==> src/rtl/pxu_pkg.sv <==
package pxu_pkg;
  typedef enum logic [1:0] {
    ACC_READ  = 2'b00,
    ACC_WRITE = 2'b01,
    ACC_EXEC  = 2'b10,
    ACC_RSVD  = 2'b11
  } acc_e;

  typedef enum logic [1:0] {
    CAUSE_NONE     = 2'b00,
    CAUSE_UNMAPPED = 2'b01,
    CAUSE_PROT     = 2'b10
  } cause_e;

  localparam int PERM_W_BITS = 3;
  localparam int PERM_RD = 0;
  localparam int PERM_WR = 1;
  localparam int PERM_EX = 2;
endpackage

==> src/rtl/pxu_entry_bank.sv <==
module pxu_entry_bank #(
  parameter int PN_W    = 4,
  parameter int FRAME_W = 10,
  localparam int NUM    = 1 << PN_W
) (
  input  logic                              clk,
  input  logic                              rst_n,
  input  logic                              wr_en,
  input  logic [PN_W-1:0]                   wr_idx,
  input  logic [FRAME_W-1:0]                wr_frame,
  input  logic                              wr_valid,
  input  logic [pxu_pkg::PERM_W_BITS-1:0]   wr_perm,
  input  logic                              clr,
  output logic [NUM-1:0][FRAME_W-1:0]       frame_o,
  output logic [NUM-1:0]                    valid_o,
  output logic [NUM-1:0][pxu_pkg::PERM_W_BITS-1:0] perm_o
);
  for (genvar g = 0; g < NUM; g++) begin : g_entry
    logic hit;
    assign hit = wr_en && (wr_idx == PN_W'(g));

    always_ff @(posedge clk or negedge rst_n) begin
      if (!rst_n) begin
        valid_o[g] <= 1'b0;
      end else if (clr) begin
        valid_o[g] <= 1'b0;
      end else if (hit) begin
        valid_o[g] <= wr_valid;
      end
    end

    always_ff @(posedge clk or negedge rst_n) begin
      if (!rst_n) begin
        frame_o[g] <= '0;
        perm_o[g]  <= '0;
      end else if (hit && !clr) begin
        frame_o[g] <= wr_frame;
        perm_o[g]  <= wr_perm;
      end
    end
  end


  clear_all_chk: assert property (@(posedge clk) disable iff (!rst_n)
    $past(clr) |-> (valid_o == '0));


  write_lands_chk: assert property (@(posedge clk) disable iff (!rst_n)
    $past(wr_en && !clr) |->
      (frame_o[$past(wr_idx)] == $past(wr_frame)) &&
      (valid_o[$past(wr_idx)] == $past(wr_valid)) &&
      (perm_o[$past(wr_idx)] == $past(wr_perm)));
endmodule

==> src/rtl/pxu_lookup.sv <==
module pxu_lookup #(
  parameter int PN_W    = 4,
  parameter int OFF_W   = 8,
  parameter int FRAME_W = 10,
  localparam int NUM    = 1 << PN_W,
  localparam int LA_W   = PN_W + OFF_W,
  localparam int PA_W   = FRAME_W + OFF_W
) (
  input  logic [LA_W-1:0]                         laddr,
  input  logic [1:0]                              acc,
  input  logic [NUM-1:0][FRAME_W-1:0]             frames,
  input  logic [NUM-1:0]                          valids,
  input  logic [NUM-1:0][pxu_pkg::PERM_W_BITS-1:0] perms,
  output logic [PA_W-1:0]                         paddr,
  output logic [1:0]                              cause
);
  import pxu_pkg::*;

  logic [PN_W-1:0]        page;
  logic [OFF_W-1:0]       disp;
  logic [FRAME_W-1:0]     sel_frame;
  logic                   sel_valid;
  logic [PERM_W_BITS-1:0] sel_perm;
  logic                   allowed;
  cause_e                 cause_c;

  assign page = laddr[LA_W-1:OFF_W];
  assign disp = laddr[OFF_W-1:0];

  always_comb begin
    sel_frame = frames[page];
    sel_valid = valids[page];
    sel_perm  = perms[page];
  end

  always_comb begin
    unique case (acc_e'(acc))
      ACC_READ:  allowed = sel_perm[PERM_RD];
      ACC_WRITE: allowed = sel_perm[PERM_WR];
      ACC_EXEC:  allowed = sel_perm[PERM_EX];
      default:   allowed = 1'b0;
    endcase
  end

  always_comb begin
    if (!sel_valid)    cause_c = CAUSE_UNMAPPED;
    else if (!allowed) cause_c = CAUSE_PROT;
    else               cause_c = CAUSE_NONE;
  end

  assign cause = cause_c;
  assign paddr = (cause_c == CAUSE_NONE) ? {sel_frame, disp} : '0;
endmodule

==> src/rtl/pxu_resp_stage.sv <==
module pxu_resp_stage #(
  parameter int PA_W = 18
) (
  input  logic            clk,
  input  logic            rst_n,
  input  logic            in_valid,
  output logic            in_ready,
  input  logic [PA_W-1:0] in_paddr,
  input  logic [1:0]      in_cause,
  output logic            out_valid,
  input  logic            out_ready,
  output logic [PA_W-1:0] out_paddr,
  output logic [1:0]      out_cause
);
  logic take;

  assign in_ready = !out_valid || out_ready;
  assign take     = in_valid && in_ready;

  always_ff @(posedge clk or negedge rst_n) begin
    if (!rst_n) begin
      out_valid <= 1'b0;
    end else if (take) begin
      out_valid <= 1'b1;
    end else if (out_ready) begin
      out_valid <= 1'b0;
    end
  end

  always_ff @(posedge clk or negedge rst_n) begin
    if (!rst_n) begin
      out_paddr <= '0;
      out_cause <= '0;
    end else if (take) begin
      out_paddr <= in_paddr;
      out_cause <= in_cause;
    end
  end


  stall_hold_chk: assert property (@(posedge clk) disable iff (!rst_n)
    (out_valid && !out_ready) |=>
      (out_valid && $stable(out_paddr) && $stable(out_cause)));


  accept_shows_chk: assert property (@(posedge clk) disable iff (!rst_n)
    $past(in_valid && in_ready) |-> out_valid);
endmodule

==> src/rtl/page_xlate_unit.sv <==
module page_xlate_unit #(
  parameter int LA_W       = 12,
  parameter int PAGE_BYTES = 256,
  parameter int FRAME_W    = 10,
  localparam int OFF_W     = $clog2(PAGE_BYTES),
  localparam int PN_W      = LA_W - OFF_W,
  localparam int PA_W      = FRAME_W + OFF_W
) (
  input  logic               clk,
  input  logic               rst_n,
  input  logic               req_valid,
  output logic               req_ready,
  input  logic [LA_W-1:0]    req_laddr,
  input  logic [1:0]         req_acc,
  output logic               rsp_valid,
  input  logic               rsp_ready,
  output logic [PA_W-1:0]    rsp_paddr,
  output logic [1:0]         rsp_cause,
  input  logic               tbl_we,
  input  logic [PN_W-1:0]    tbl_idx,
  input  logic [FRAME_W-1:0] tbl_frame,
  input  logic               tbl_valid,
  input  logic [2:0]         tbl_perm,
  input  logic               tbl_clear
);
  localparam int NUM = 1 << PN_W;

  logic [NUM-1:0][FRAME_W-1:0] bank_frame;
  logic [NUM-1:0]              bank_valid;
  logic [NUM-1:0][2:0]         bank_perm;
  logic [PA_W-1:0]             lk_paddr;
  logic [1:0]                  lk_cause;

  pxu_entry_bank #(.PN_W(PN_W), .FRAME_W(FRAME_W)) bank_i (
    .clk(clk), .rst_n(rst_n),
    .wr_en(tbl_we), .wr_idx(tbl_idx), .wr_frame(tbl_frame),
    .wr_valid(tbl_valid), .wr_perm(tbl_perm), .clr(tbl_clear),
    .frame_o(bank_frame), .valid_o(bank_valid), .perm_o(bank_perm)
  );

  pxu_lookup #(.PN_W(PN_W), .OFF_W(OFF_W), .FRAME_W(FRAME_W)) lookup_i (
    .laddr(req_laddr), .acc(req_acc),
    .frames(bank_frame), .valids(bank_valid), .perms(bank_perm),
    .paddr(lk_paddr), .cause(lk_cause)
  );

  pxu_resp_stage #(.PA_W(PA_W)) resp_i (
    .clk(clk), .rst_n(rst_n),
    .in_valid(req_valid), .in_ready(req_ready),
    .in_paddr(lk_paddr), .in_cause(lk_cause),
    .out_valid(rsp_valid), .out_ready(rsp_ready),
    .out_paddr(rsp_paddr), .out_cause(rsp_cause)
  );


  cause_legal_chk: assert property (@(posedge clk) disable iff (!rst_n)
    rsp_valid |-> (rsp_cause != 2'b11));


  trap_no_addr_chk: assert property (@(posedge clk) disable iff (!rst_n)
    (rsp_valid && rsp_cause != 2'b00) |-> (rsp_paddr == '0));


  disp_pass_chk: assert property (@(posedge clk) disable iff (!rst_n)
    ($past(req_valid && req_ready) && rsp_cause == 2'b00) |->
      (rsp_paddr[OFF_W-1:0] == $past(req_laddr[OFF_W-1:0])));


  unmapped_trap_chk: assert property (@(posedge clk) disable iff (!rst_n)
    ($past(req_valid && req_ready) &&
     !$past(bank_valid[req_laddr[LA_W-1:OFF_W]])) |->
      (rsp_cause == 2'b01));
endmodule

==> config.mk <==
export PLATFORM = sky130hd
export DESIGN_NAME = page_xlate_unit
export DESIGN_NICKNAME = d
export VERILOG_FILES = /design/src/rtl/pxu_pkg.sv /design/src/rtl/pxu_entry_bank.sv /design/src/rtl/pxu_lookup.sv /design/src/rtl/pxu_resp_stage.sv /design/src/rtl/page_xlate_unit.sv
export SDC_FILE = /design/constraint.sdc
export NUM_CORES = 1
export LEC_CHECK = 0
export BUFFER_PORTS_ARGS = -buffer_cell sky130_fd_sc_hd__clkbuf_2
export CORE_MARGIN = 8
export CORE_UTILIZATION = 45
export DETAILED_ROUTE_END_ITERATION = 7
export MAX_ROUTING_LAYER = met4
export SLEW_MARGIN = 20
export SYNTH_ARGS = -nofsm -noshare
export SYNTH_HDL_FRONTEND = slang
export SYNTH_SLANG_ARGS = --single-unit
==> constraint.sdc <==
create_clock -name clk -period 1.9 [get_ports clk]
set_input_delay 0.095 -clock clk [delete_from_list [all_inputs] [get_ports clk]]
set_output_delay 0.095 -clock clk [all_outputs]
set_load 0.02 [all_outputs]
==> flow_summary.yaml <==
status:
  status: "completed"
logic_synthesis:
  synth_top_family_by_area: "multiplexers"
  synth-simple-area-share_pct: 5.02
  synthDistinctLibCells: 36
  postSynthCellCount: 812
  synth_edf_count: 0
  yosys_warnings: 0
  yosysTopAreaCellShare_pct: 54.2
  yosysMostFrequentCell: "dfrtp_1"
  seq_area_frac_synth_pct: 54.2
  synth_top_area_cell: "dfrtp_1"
  synthAdderAreaFrac_pct: 0
  synth.avg_cell_area_um2: 13.9
  synthArstFlopShare_pct: 100
  syn-num-nets: 850
  synth_seq_cells: 245
  synth_mux_area_share_pct: 33.7
  synthFlopType: "dfrtp_1"
  synth-xor-area-share_pct: 0
  synth.cell_area_um2: 11300
  synth_commonest_cells: "dfrtp_1, mux2_2, nand2_1"
  synth_area_leaders: "dfrtp_1, mux2_2, mux4_2, mux2i_1, mux4_1"
  synth_compound_area_share_pct: 3.70
sta:
  fin_crit_ns: 1.82
  relSlewSlack_pct: 62.6
  tns_ns: 0
  report.final.hold_viol_count: 0
  grt_setup_unrepaired: "false"
  final.setup.worst_slack_ns: 0.0791
  fmax_mhz: 549
  final-setup-viol-count: 0
  fin_skew_ns: 0.0120
  slew_viol_final: 0
  fin_crit_sh_pct: 95.8
  tightest_slew_ns: 0.561
floorplan:
  die_x_um: 175
  dieHeight_um: 175
  initial_core_util_pct: 45.3
  dieArea_um2: 30500
  ioPinCount: 60
  core_area_um2: 25000
  rows: 58
critical_path:
  cp_slowest_cell: "dlygate4sd3_1"
  max_stage_delay_ns: 0.53
  worstSetupPathType: "input port to flop"
  crit_chain: "dlygate4sd3_1 > clkbuf_2 > nand2_1 > or2_2 > nor2_1 > buf_4 > mux2_2"
  rr_worst_depth: 4
  r2r-end: "resp_i.out_paddr[17]"
  ff2ff_setup_slack_ns: 0.20
  critPathCaptureType: "flop"
  path_max_fanout: 11
  critPathBufInv: 3
  critPathTopFamily: "buffers and inverters"
  cp-start-kind: "input port"
  worstPathArrival_ns: 2.22
  timing.rr.start: "bank_i.frame_o[99]"
  worstPathRequired_ns: 2.30
clock_network:
  worst_skew_pair.late_latency_ns: 0.52
  cts_max_level: 1
  cts_tree: "done"
  clock-sinks: 245
  path_clk_slew_ns: 0.06
  cts-root-buf: "clkbuf_16"
  cts_resized: 0
  ctsLongestPathBuffers: 3
  numCtsBuffers: 27
power:
  power.leakage_uw: 0.00620
  ir_worst_vdd_v: 0.000568
  power_density_nw_per_um2: 1030
final_layout:
  area_growth_pct: 17.3
  antennaDiodeCount: 0
  drive_above_1_share_pct: 43.6
  layout.nets: 947
routing:
  routedWlPerCell_um: 22.3
  drt_iter0_markers: 565
  wirelength_mm: 28.1
  num_vias: 7051
  via_per_inst: 5.61
  dr.pass1.iters: 5
  drc: 0
  ant_nets: 0
global_route:
  grt_pass1_vias: 7812
  grt_pass1_wl_mm: 45.5
  grt_max_degree: 77
  grt-ovfl-total: 0
  gr-usage-all-layers_pct: 19.4
  antenna_found_initial: 0
job:
  maxCapViolCount: 0
placement:
  pre_cts_ws_ns: -0.259
  dp_hpwl_mm: 18.1
  place_congestion: 0.881
  port_buffers: 59
min_path:
  min_to: "bank_i.valid_o[10]"
  hp-start: "tbl_valid"
  holdCritPathClass: "input port to flop"
  min_path_cells: 3
[state kept, by name, summed over array words and instances (netlist names)]
signal	flops
resp_i.out_cause	2
bank_i.perm_o	48
resp_i.out_paddr	18
bank_i.valid_o	16
resp_i.out_valid	1
bank_i.frame_o	160
[cell usage in the layout (no fill, tap or decap), types with 2 or more instances in the layout]
cell type,netlist,layout
o21ai_0,9,9
clkinv_2,0,6
nand2b_1,4,4
inv_1,10,10
a2111oi_0,3,3
buf_4,2,44
or2_2,2,2
dlygate4sd3_1,0,17
clkbuf_16,0,27
buf_12,2,11
a22oi_1,8,8
bufinv_16,0,2
nand3_1,20,20
nand2_1,58,58
a21oi_1,28,28
clkbuf_8,0,5
mux4_2,28,28
dfrtp_1,245,245
o21ai_1,19,19
nor2_1,18,18
nor2b_1,4,4
nand3b_1,4,4
nor3_1,2,2
mux2_2,217,217
mux2i_1,43,43
mux4_1,12,12
clkbuf_1,26,7
nand4_1,5,5
clkbuf_2,0,57
and3_1,2,2
[what timing repair did]
action,CTS,global route
hold buffers,17,0
hold endpoints to repair,263,0
setup endpoints to repair,18,0
setup buffers,1,0
[worst max-delay path by stage]
stage	depth (start not counted)	from	slack, ns	end
CTS	7	tbl_idx[3]	0.13	bank_i.frame_o[151]
global route	7	tbl_idx[3]	0.04	bank_i.perm_o[40]
global placement	7	req_laddr[8]	-0.22	resp_i.out_paddr[17]
detailed placement	7	req_laddr[8]	-0.26	resp_i.out_paddr[17]
floorplan	7	req_laddr[8]	0.26	resp_i.out_paddr[10]
finish	7	tbl_idx[3]	0.08	bank_i.frame_o[151]
[stage by stage]
| stage | instance area [µm²] | cells | util [%] | power [µW] | hold WS (ns) |
|---|---|---|---|---|---|
| 3_5_place_dp | 12200 | 1192 | 49.0 | 8730 | 0.0249 |
| 6_report | 13300 | 1257 | 53.2 | 13700 | 0.0410 |
| 4_1_cts | 13300 | 1257 | 53.2 | 13900 | 0.00424 |
| 2_1_floorplan | 11300 | 812 | - | 8020 | -0.201 |
| 5_1_grt | 13300 | 1257 | 53.2 | 14400 | 0.0457 |
| 3_3_place_gp | 12200 | 1192 | 49.0 | 8560 | 0.0213 |
[per-layer routing]
metal / share of wire [%] / global-route usage, % / up-vias / routed length [µm]
met2: 51 / 32.9 / 155 / 14500
met3: 4.6 / 2.87 / 43 / 1290
met5: 0 / - / - / 0
li1: - / - / 3148 / -
met4: 1.9 / 4.66 / 0 / 527
met1: 42 / 24.3 / 3705 / 11800
[kinds of logic after synthesis]
family,Yosys count
simple gates,124
buf+inv,72
mux,300
compound gates,71
flops,245
[final cells by class]
class | instances | area, µm²
clock buffer | 39 | 771
multi-input combinational | 495 | 4810
fill | 2065 | 11700
timing repair buffer | 130 | 1020
sequential | 245 | 6130
inverter | 10 | 37.5
tap | 330 | 413
clock inverter | 8 | 90.1
[power by group]
group / internal (µW) / switching (µW) / total, µW / leakage [µW]
combinational: 1240 / 865 / 2100 / 0.00260
clock: 3060 / 2020 / 5080 / 0.000429
sequential: 6110 / 435 / 6540 / 0.00317
total: 10400 / 3320 / 13700 / 0.00620
[worst register-to-register path, stage by stage, from the launching register on]
cell	delay (ns)
dfrtp_1	0.38
mux4_1	0.52
mux2_2	0.28
a21oi_1	0.30
o21ai_1	0.10
(Power assumes the default switching activity.)
